===== config.mk =====
export PLATFORM = sky130hd
export DESIGN_NAME = bitslice_alu
export DESIGN_NICKNAME = d
export VERILOG_FILES = /design/src/rtl/slice_pkg.sv /design/src/rtl/slice_regfile.sv /design/src/rtl/slice_operand_sel.sv /design/src/rtl/slice_alu.sv /design/src/rtl/slice_dest.sv /design/src/rtl/bitslice_alu.sv
export SDC_FILE = /design/constraint.sdc
export NUM_CORES = 1
export LEC_CHECK = 0
export CAP_MARGIN = 20
export CORE_MARGIN = 1
export CORE_UTILIZATION = 40
export DETAILED_ROUTE_END_ITERATION = 7
export PLACE_DENSITY = 0.65
export SLEW_MARGIN = 5
export SYNTH_ARGS = -nofsm -noshare
export SYNTH_HDL_FRONTEND = slang
export SYNTH_SLANG_ARGS = --single-unit

===== constraint.sdc =====
create_clock -name clk -period 7.55 [get_ports clk]
set_input_delay 1.51 -clock clk [delete_from_list [all_inputs] [get_ports clk]]
set_output_delay 1.51 -clock clk [all_outputs]
set_load 0.01 [all_outputs]

===== src/rtl/slice_pkg.sv =====
package slice_pkg;

    typedef enum logic [2:0] {
        SRC_AQ = 3'd0,
        SRC_AB = 3'd1,
        SRC_ZQ = 3'd2,
        SRC_ZB = 3'd3,
        SRC_ZA = 3'd4,
        SRC_DA = 3'd5,
        SRC_DQ = 3'd6,
        SRC_DZ = 3'd7
    } src_e;

    typedef enum logic [2:0] {
        FN_ADD   = 3'd0,
        FN_SMINR = 3'd1,
        FN_RMINS = 3'd2,
        FN_OR    = 3'd3,
        FN_AND   = 3'd4,
        FN_NRAND = 3'd5,
        FN_XOR   = 3'd6,
        FN_XNOR  = 3'd7
    } func_e;

    typedef enum logic [2:0] {
        DST_QREG  = 3'd0,
        DST_NONE  = 3'd1,
        DST_RAMA  = 3'd2,
        DST_RAMF  = 3'd3,
        DST_DNRQ  = 3'd4,
        DST_DNR   = 3'd5,
        DST_UPRQ  = 3'd6,
        DST_UPR   = 3'd7
    } dest_e;

    localparam int SRC_LSB  = 0;
    localparam int FUNC_LSB = 3;
    localparam int DEST_LSB = 6;

endpackage


===== src/rtl/slice_regfile.sv =====
module slice_regfile #(
    parameter int WIDTH  = 4,
    parameter int ADDR_W = 4
) (
    input  logic              clk,
    input  logic              rst_n,
    input  logic [ADDR_W-1:0] a_addr,
    input  logic [ADDR_W-1:0] b_addr,
    input  logic              we,
    input  logic [WIDTH-1:0]  wdata,
    output logic [WIDTH-1:0]  a_data,
    output logic [WIDTH-1:0]  b_data
);
    localparam int DEPTH = 1 << ADDR_W;

    logic [WIDTH-1:0] mem [DEPTH];

    // Operands are read from the pre-edge contents; the write commits at the edge.
    assign a_data = mem[a_addr];
    assign b_data = mem[b_addr];

    always_ff @(posedge clk or negedge rst_n) begin
        if (!rst_n) begin
            for (int i = 0; i < DEPTH; i++) begin
                mem[i] <= '0;
            end
        end else if (we) begin
            mem[b_addr] <= wdata;
        end
    end

    // a word written at b_addr is what port A returns next cycle at that address
    assert_write_visible_R5: assert property (@(posedge clk) disable iff (!rst_n)
        (rst_n && we) |=> ((a_addr != $past(b_addr)) || (a_data == $past(wdata))));

endmodule


===== src/rtl/slice_operand_sel.sv =====
module slice_operand_sel
    import slice_pkg::*;
#(
    parameter int WIDTH = 4
) (
    input  src_e             src,
    input  logic [WIDTH-1:0] a_data,
    input  logic [WIDTH-1:0] b_data,
    input  logic [WIDTH-1:0] q_data,
    input  logic [WIDTH-1:0] d_data,
    output logic [WIDTH-1:0] r_op,
    output logic [WIDTH-1:0] s_op
);
    always_comb begin
        r_op = '0;
        s_op = '0;
        unique case (src)
            SRC_AQ: begin r_op = a_data; s_op = q_data; end
            SRC_AB: begin r_op = a_data; s_op = b_data; end
            SRC_ZQ: begin r_op = '0;     s_op = q_data; end
            SRC_ZB: begin r_op = '0;     s_op = b_data; end
            SRC_ZA: begin r_op = '0;     s_op = a_data; end
            SRC_DA: begin r_op = d_data; s_op = a_data; end
            SRC_DQ: begin r_op = d_data; s_op = q_data; end
            SRC_DZ: begin r_op = d_data; s_op = '0;     end
        endcase
    end

endmodule


===== src/rtl/slice_alu.sv =====
module slice_alu
    import slice_pkg::*;
#(
    parameter int WIDTH = 4
) (
    input  func_e            func,
    input  logic [WIDTH-1:0] r_op,
    input  logic [WIDTH-1:0] s_op,
    input  logic             cin,
    output logic [WIDTH-1:0] f,
    output logic             cout,
    output logic             ovf,
    output logic             gen_n,
    output logic             prop_n
);
    localparam int MSB = WIDTH - 1;

    logic [WIDTH-1:0] r_adj;
    logic [WIDTH-1:0] s_adj;
    logic [WIDTH:0]   full_sum;
    logic [MSB:0]     low_sum;
    logic [WIDTH-1:0] g_bit;
    logic [WIDTH-1:0] p_bit;
    logic             g_grp;
    logic             p_grp;
    logic             is_arith;

    assign is_arith = (func == FN_ADD) || (func == FN_SMINR) || (func == FN_RMINS);

    // Operand inversion for the two subtract orderings.
    always_comb begin
        r_adj = r_op;
        s_adj = s_op;
        if (func == FN_SMINR) r_adj = ~r_op;
        if (func == FN_RMINS) s_adj = ~s_op;
    end

    assign full_sum = {1'b0, r_adj} + {1'b0, s_adj} + {{WIDTH{1'b0}}, cin};
    assign low_sum  = {1'b0, r_adj[MSB-1:0]} + {1'b0, s_adj[MSB-1:0]} + {{MSB{1'b0}}, cin};

    assign g_bit = r_adj & s_adj;
    assign p_bit = r_adj | s_adj;

    // Group generate/propagate, folded from the LSB upward.
    always_comb begin
        g_grp = 1'b0;
        p_grp = 1'b1;
        for (int i = 0; i < WIDTH; i++) begin
            g_grp = g_bit[i] | (p_bit[i] & g_grp);
            p_grp = p_grp & p_bit[i];
        end
    end

    always_comb begin
        f = '0;
        unique case (func)
            FN_ADD, FN_SMINR, FN_RMINS: f = full_sum[WIDTH-1:0];
            FN_OR:    f = r_op | s_op;
            FN_AND:   f = r_op & s_op;
            FN_NRAND: f = ~r_op & s_op;
            FN_XOR:   f = r_op ^ s_op;
            FN_XNOR:  f = ~(r_op ^ s_op);
        endcase
    end

    assign cout   = is_arith & full_sum[WIDTH];
    assign ovf    = is_arith & (full_sum[WIDTH] ^ low_sum[MSB]);
    assign gen_n  = ~(is_arith & g_grp);
    assign prop_n = ~(is_arith & p_grp);

endmodule


===== src/rtl/slice_dest.sv =====
module slice_dest
    import slice_pkg::*;
#(
    parameter int WIDTH = 4
) (
    input  dest_e            dest,
    input  logic [WIDTH-1:0] f,
    input  logic [WIDTH-1:0] q_data,
    input  logic [WIDTH-1:0] a_data,
    input  logic             ram_lsb_in,
    input  logic             ram_msb_in,
    input  logic             q_lsb_in,
    input  logic             q_msb_in,
    output logic             ram_we,
    output logic [WIDTH-1:0] ram_wdata,
    output logic             q_we,
    output logic [WIDTH-1:0] q_next,
    output logic [WIDTH-1:0] y,
    output logic             ram_lsb_out,
    output logic             ram_lsb_oe,
    output logic             ram_msb_out,
    output logic             ram_msb_oe,
    output logic             q_lsb_out,
    output logic             q_lsb_oe,
    output logic             q_msb_out,
    output logic             q_msb_oe
);
    localparam int MSB = WIDTH - 1;

    logic             shift_dn;
    logic             shift_up;
    logic [WIDTH-1:0] f_dn;
    logic [WIDTH-1:0] f_up;
    logic [WIDTH-1:0] q_dn;
    logic [WIDTH-1:0] q_up;

    assign f_dn = {ram_msb_in, f[MSB:1]};
    assign f_up = {f[MSB-1:0], ram_lsb_in};
    assign q_dn = {q_msb_in, q_data[MSB:1]};
    assign q_up = {q_data[MSB-1:0], q_lsb_in};

    always_comb begin
        ram_we    = 1'b0;
        ram_wdata = f;
        q_we      = 1'b0;
        q_next    = f;
        y         = f;
        shift_dn  = 1'b0;
        shift_up  = 1'b0;
        unique case (dest)
            DST_QREG: begin q_we = 1'b1; q_next = f; end
            DST_NONE: begin end
            DST_RAMA: begin ram_we = 1'b1; y = a_data; end
            DST_RAMF: begin ram_we = 1'b1; end
            DST_DNRQ: begin
                ram_we = 1'b1; ram_wdata = f_dn;
                q_we   = 1'b1; q_next    = q_dn;
                shift_dn = 1'b1;
            end
            DST_DNR: begin
                ram_we = 1'b1; ram_wdata = f_dn;
                shift_dn = 1'b1;
            end
            DST_UPRQ: begin
                ram_we = 1'b1; ram_wdata = f_up;
                q_we   = 1'b1; q_next    = q_up;
                shift_up = 1'b1;
            end
            DST_UPR: begin
                ram_we = 1'b1; ram_wdata = f_up;
                shift_up = 1'b1;
            end
        endcase
    end

    assign ram_lsb_oe  = shift_dn;
    assign q_lsb_oe    = shift_dn;
    assign ram_msb_oe  = shift_up;
    assign q_msb_oe    = shift_up;
    assign ram_lsb_out = shift_dn & f[0];
    assign q_lsb_out   = shift_dn & q_data[0];
    assign ram_msb_out = shift_up & f[MSB];
    assign q_msb_out   = shift_up & q_data[MSB];

endmodule


===== src/rtl/bitslice_alu.sv =====
module bitslice_alu
    import slice_pkg::*;
#(
    parameter int WIDTH  = 4,
    parameter int ADDR_W = 4
) (
    input  logic              clk,
    input  logic              rst_n,
    input  logic [8:0]        instr,
    input  logic [WIDTH-1:0]  d_in,
    input  logic [ADDR_W-1:0] a_addr,
    input  logic [ADDR_W-1:0] b_addr,
    input  logic              cin,
    input  logic              ram_lsb_in,
    input  logic              ram_msb_in,
    input  logic              q_lsb_in,
    input  logic              q_msb_in,
    output logic [WIDTH-1:0]  y_out,
    output logic              cout,
    output logic              gen_n,
    output logic              prop_n,
    output logic              ovf,
    output logic              f_zero,
    output logic              f_zero_oe,
    output logic              f_msb,
    output logic              ram_lsb_out,
    output logic              ram_lsb_oe,
    output logic              ram_msb_out,
    output logic              ram_msb_oe,
    output logic              q_lsb_out,
    output logic              q_lsb_oe,
    output logic              q_msb_out,
    output logic              q_msb_oe
);
    localparam int MSB = WIDTH - 1;

    src_e  src;
    func_e func;
    dest_e dest;

    assign src  = src_e'(instr[SRC_LSB +: 3]);
    assign func = func_e'(instr[FUNC_LSB +: 3]);
    assign dest = dest_e'(instr[DEST_LSB +: 3]);

    logic [WIDTH-1:0] a_data;
    logic [WIDTH-1:0] b_data;
    logic [WIDTH-1:0] q_reg;
    logic [WIDTH-1:0] q_next;
    logic             q_we;
    logic [WIDTH-1:0] r_op;
    logic [WIDTH-1:0] s_op;
    logic [WIDTH-1:0] f;
    logic             ram_we;
    logic [WIDTH-1:0] ram_wdata;

    slice_regfile #(.WIDTH(WIDTH), .ADDR_W(ADDR_W)) u_rf (
        .clk    (clk),
        .rst_n  (rst_n),
        .a_addr (a_addr),
        .b_addr (b_addr),
        .we     (ram_we),
        .wdata  (ram_wdata),
        .a_data (a_data),
        .b_data (b_data)
    );

    slice_operand_sel #(.WIDTH(WIDTH)) u_sel (
        .src    (src),
        .a_data (a_data),
        .b_data (b_data),
        .q_data (q_reg),
        .d_data (d_in),
        .r_op   (r_op),
        .s_op   (s_op)
    );

    slice_alu #(.WIDTH(WIDTH)) u_alu (
        .func   (func),
        .r_op   (r_op),
        .s_op   (s_op),
        .cin    (cin),
        .f      (f),
        .cout   (cout),
        .ovf    (ovf),
        .gen_n  (gen_n),
        .prop_n (prop_n)
    );

    slice_dest #(.WIDTH(WIDTH)) u_dst (
        .dest        (dest),
        .f           (f),
        .q_data      (q_reg),
        .a_data      (a_data),
        .ram_lsb_in  (ram_lsb_in),
        .ram_msb_in  (ram_msb_in),
        .q_lsb_in    (q_lsb_in),
        .q_msb_in    (q_msb_in),
        .ram_we      (ram_we),
        .ram_wdata   (ram_wdata),
        .q_we        (q_we),
        .q_next      (q_next),
        .y           (y_out),
        .ram_lsb_out (ram_lsb_out),
        .ram_lsb_oe  (ram_lsb_oe),
        .ram_msb_out (ram_msb_out),
        .ram_msb_oe  (ram_msb_oe),
        .q_lsb_out   (q_lsb_out),
        .q_lsb_oe    (q_lsb_oe),
        .q_msb_out   (q_msb_out),
        .q_msb_oe    (q_msb_oe)
    );

    always_ff @(posedge clk or negedge rst_n) begin
        if (!rst_n) begin
            q_reg <= '0;
        end else if (q_we) begin
            q_reg <= q_next;
        end
    end

    assign f_zero    = (f == '0);
    assign f_zero_oe = |f;
    assign f_msb     = f[MSB];

    // Q holds for every destination other than the Q-loading codes
    assert_q_hold_R8: assert property (@(posedge clk) disable iff (!rst_n)
        (rst_n && !(dest inside {DST_QREG, DST_DNRQ, DST_UPRQ})) |=> $stable(q_reg));

    // a down shift of Q takes its new MSB from the shift-in line
    assert_q_down_fill_R6: assert property (@(posedge clk) disable iff (!rst_n)
        (rst_n && dest == DST_DNRQ) |=> (q_reg[MSB] == $past(q_msb_in)));

    // an up shift of Q takes its new LSB from the shift-in line
    assert_q_up_fill_R7: assert property (@(posedge clk) disable iff (!rst_n)
        (rst_n && dest == DST_UPRQ) |=> (q_reg[0] == $past(q_lsb_in)));

    // shift lines idle for plain destinations, and never both directions
    assert_shift_idle_R11: assert property (@(posedge clk) disable iff (!rst_n)
        (dest inside {DST_QREG, DST_NONE, DST_RAMA, DST_RAMF}) |->
            !(ram_lsb_oe || ram_msb_oe || q_lsb_oe || q_msb_oe));
    assert_shift_excl_R11: assert property (@(posedge clk) disable iff (!rst_n)
        $onehot0({ram_lsb_oe, ram_msb_oe}) && $onehot0({q_lsb_oe, q_msb_oe}));

    // logic functions leave carry and lookahead outputs inactive
    assert_logic_flags_R10: assert property (@(posedge clk) disable iff (!rst_n)
        (func inside {FN_OR, FN_AND, FN_NRAND, FN_XOR, FN_XNOR}) |->
            (!cout && !ovf && gen_n && prop_n));

    // a zero flag with Y showing F means the visible result is zero
    assert_zero_flag_R9: assert property (@(posedge clk) disable iff (!rst_n)
        (f_zero && dest != DST_RAMA) |-> (y_out == '0));

    // code 2 routes the port A word to Y
    assert_y_porta_R4: assert property (@(posedge clk) disable iff (!rst_n)
        (dest == DST_RAMA) |-> (y_out == a_data));

endmodule


==> results by group <==
Floorplanning
  – I/O pin count: 47
  – Row cnt: between 40 and 50
  – Area of the core: 12720 sq um
  – Total die area: 13660 sq um
  – Initial core utilization: 41.48%
  – Die Y-Extent: 116.9 microns
  – DIE WIDTH: 116.9 microns

Critical path
  – CP startpoint kind: primary input
  – R2R Path End: u_rf.mem[46]
  – Most used cell along the critical path: clkdlybuf4s50_1
  – Crit path max-delay family: buffers and inverters
  – CP endpoint kind: output port
  – Bufs and invs on worst path: 5
  – FF-to-FF Start: u_rf.mem[48]
  – Worst R2R Setup Slack: ~3300 ps
  – Reg2reg path depth: 14
  – Arrival time worst endpoint: 5780 ps
  – Slowest CP cell: clkdlybuf4s50_1
  – Critical path class: in2out
  – Crit-path cells: clkdlybuf4s50_1 > buf_12 > mux4_1 > mux2_2 > nand2_1 > nand3_2 > xnor2_2 > inv_1 > fa_1 > a21o_1 > a21oi_2 > xnor2_1 > a22o_1 > a41oi_2 > inv_2 > nor2_1 > a31oi_1 > clkdlybuf4s50_1
  – Critical path peak fanout: 15
  – Critical Path Max Stage Delay: 590 ps
  – Critical Path RT: between 6000 and 7000 ps

Placement
  – GP Congestion: 0.9599
  – Hpwl dp: roughly 11000 microns
  – Dpl cell area: 6045 sq um
  – Port bufs: 46

Hold path
  – Hold Crit Start: u_rf.mem[57]
  – Hold Crit Class: reg2reg
  – Hold Path Depth: 1
  – WHS Endpoint: u_rf.mem[57]

CTS
  – Clk_lat worst skew: 350 ps
  – Num CTS Buffers: 9
  – CTS max path bufs: 2
  – CTS tree: yes
  – Clock root cell: clkbuf_16
  – Clock slew at reported path FFs: 60 ps
  – CTS sink cnt: 68
  – CTS H-tree lvls: 3

Timing
  – Hold WS: 534.0 ps
  – Final Hold Fails: 0
  – Worst Tran Pin Value: between 1000 and 1500 ps
  – Setup Viol. Count Final: 0
  – Clock Skews: 8.175 ps
  – Setup TNS: 0 ps
  – Post-route minimum period: 7290 ps
  – Max_slew headroom: 31.98%
  – Tcrit/Tclk final: 96.56%
  – Slew Viols, Final: 0
  – Max Clk Rate: between 100 and 150 MHz

Global routing
  – Initial antenna violation count: 0
  – Largest net degree at the start of global routing: 69
  – Grt met2 use: roughly 38%
  – Vias in the first global route: roughly 4300
  – Gr usage total: 23.41%
  – Total gr overflow: 0
  – Most utilized layer in the global route result: met2
  – Met3 usage: under 10%
  – First-pass GRT wire length: 23760 microns
  – Met1 global-route usage: between 30 and 40%

Logic synthesis
  – Sequential-to-total area share from yosys stat: 32.24%
  – Most frequent cells after synthesis: 68 x dfrtp_1, 44 x mux2_2, 39 x nand2_1, 39 x nor2_1, 25 x mux2i_1
  – Post-synth EDFFs: 0
  – Largest area contributor in the netlist: dfrtp_1
  – Cells after Synth: 513
  – Net count after synthesis: 555
  – Mean Syn Cell Area: 10.29 sq um
  – Most frequent cell after synthesis: dfrtp_1
  – Async S/R FF share, synth: 100.0%
  – Synthesized cell area: 5278 sq um
  – Top cells by area, synth: dfrtp_1 32%, mux2_2 9.4%, mux4_2 9.4%, mux2i_1 4.7%, a22oi_1 3.4%
  – Synthesized flop and latch total: 68
  – Synth top area share: 32.24%
  – Netlist cell types: 66
  – Yosys warns: 0
  – Top FF cell, synth: dfrtp_1

Layout
  – Final nets: 614
  – Area grow syn2layout: 21.55%
  – Max FFs per register: 64
  – Post-route cell area: 6415 sq um
  – Diode count: 0
  – Share of layout cells above drive strength 1: between 20% and 30%

Power and ir drop
  – Static Leak: 2.753 nW
  – Peak VDD IR: ~0.00014 V
  – PD cells: 280.8 nW/um^2

Routing
  – Initial DRC Count: 470
  – Avg WL per Cell: 20.12 microns
  – DRC Markers: 0
  – Final ANT Viol Nets: 0
  – TritonRoute pass-1 iters: 4
  – Routed wire length: between 15000 and 20000 microns
  – Vias: roughly 4400
  – Vias/cell: 5.931

Run status
  – Status: completed

Run
  – Max capacitance violation total: 0
==> layout make-up <==
type,count,area [sq um]
inverter,24,90.09
clock inverter,5,85.08
fill,1189,6307
timing repair buffer,80,737.0
tap,172,215.2
multi-input combinational,389,3343
sequential,68,1702
clock buffer,11,242.7
==> metrics by stage <==
stage	instances	setup slack [ps]	utilization, %	power [mW]
final	749	260.0	50.42	1.801
after global routing	749	-7.537	50.42	1.898
after CTS	748	44.05	50.12	1.791
after detailed placement	732	-95.05	47.51	1.321
after global placement	732	0.9011	47.51	1.295
after floorplan	513	915.4	-	1.077
==> cells by family after synthesis <==
kind of cell    Yosys count  synth area share (%)
compound gates          116                 17.38
flops                    68                 32.24
xor+xnor                 13                 2.157
simple gates            145                 13.63
fa+ha+maj                14                 3.604
buf+inv                  56                 5.049
mux                     101                 25.94
==> metal layers <==
metal / vias up / share of wire (%)
met5: - / 0
met1: 2193 / 45
li1: 2050 / -
met3: 28 / 5.7
met4: 0 / 2.7
met2: 171 / 46
==> worst max-delay path by stage <==
stage / start / endpoint / slack (ps) / cells after the start
finish: a_addr[1] / y_out[3] / 260 / 18
global route: a_addr[1] / y_out[3] / -8 / 18
CTS: a_addr[1] / f_zero_oe / 40 / 18
detailed placement: a_addr[1] / f_zero / -100 / 15
global placement: a_addr[1] / f_zero / 0.9 / 15
floorplan: b_addr[0] / f_zero_oe / 920 / 19
==> power breakdown <==
group | internal (mW) | total (mW) | switching [mW]
combinational | 0.381 | 0.711 | 0.330
sequential | 0.500 | 0.622 | 0.122
clock | 0.299 | 0.468 | 0.169
==> cell usage in the layout, fill, tap and decap left out, types with 4 or more instances in the layout <==
cell type        Yosys  final
dfrtp_1             68     68
mux2_2              44     44
clkdlybuf4s50_1      0     43
nor2_1              39     39
nand2_1             39     39
buf_4                4     32
mux2i_1             25     25
a22oi_1             24     23
mux4_2              22     22
inv_1               23     22
o31ai_1             17     17
nor2b_1             14     14
a21oi_1             15     13
nand3_1             13     12
ha_1                12     12
xor2_1               9      9
mux2_1               9      9
clkbuf_16            0      9
nand2b_1             8      8
o21ai_0              9      8
and2_1               7      7
a31oi_1              6      6
nor3_1               5      5
nand4_1              4      4
==> what timing repair did <==
| item | in CTS | in global routing |
|---|---|---|
| endpoints found under the hold margin | 0 | 0 |
| pin swaps | 0 | 1 |
| endpoints found under the setup margin | 2 | 5 |
| resized for setup | 2 | 7 |
| buffers inserted | 0 | 0 |
| hold buffers | 0 | 0 |
No activity file was read; power rests on OpenSTA's default activity.
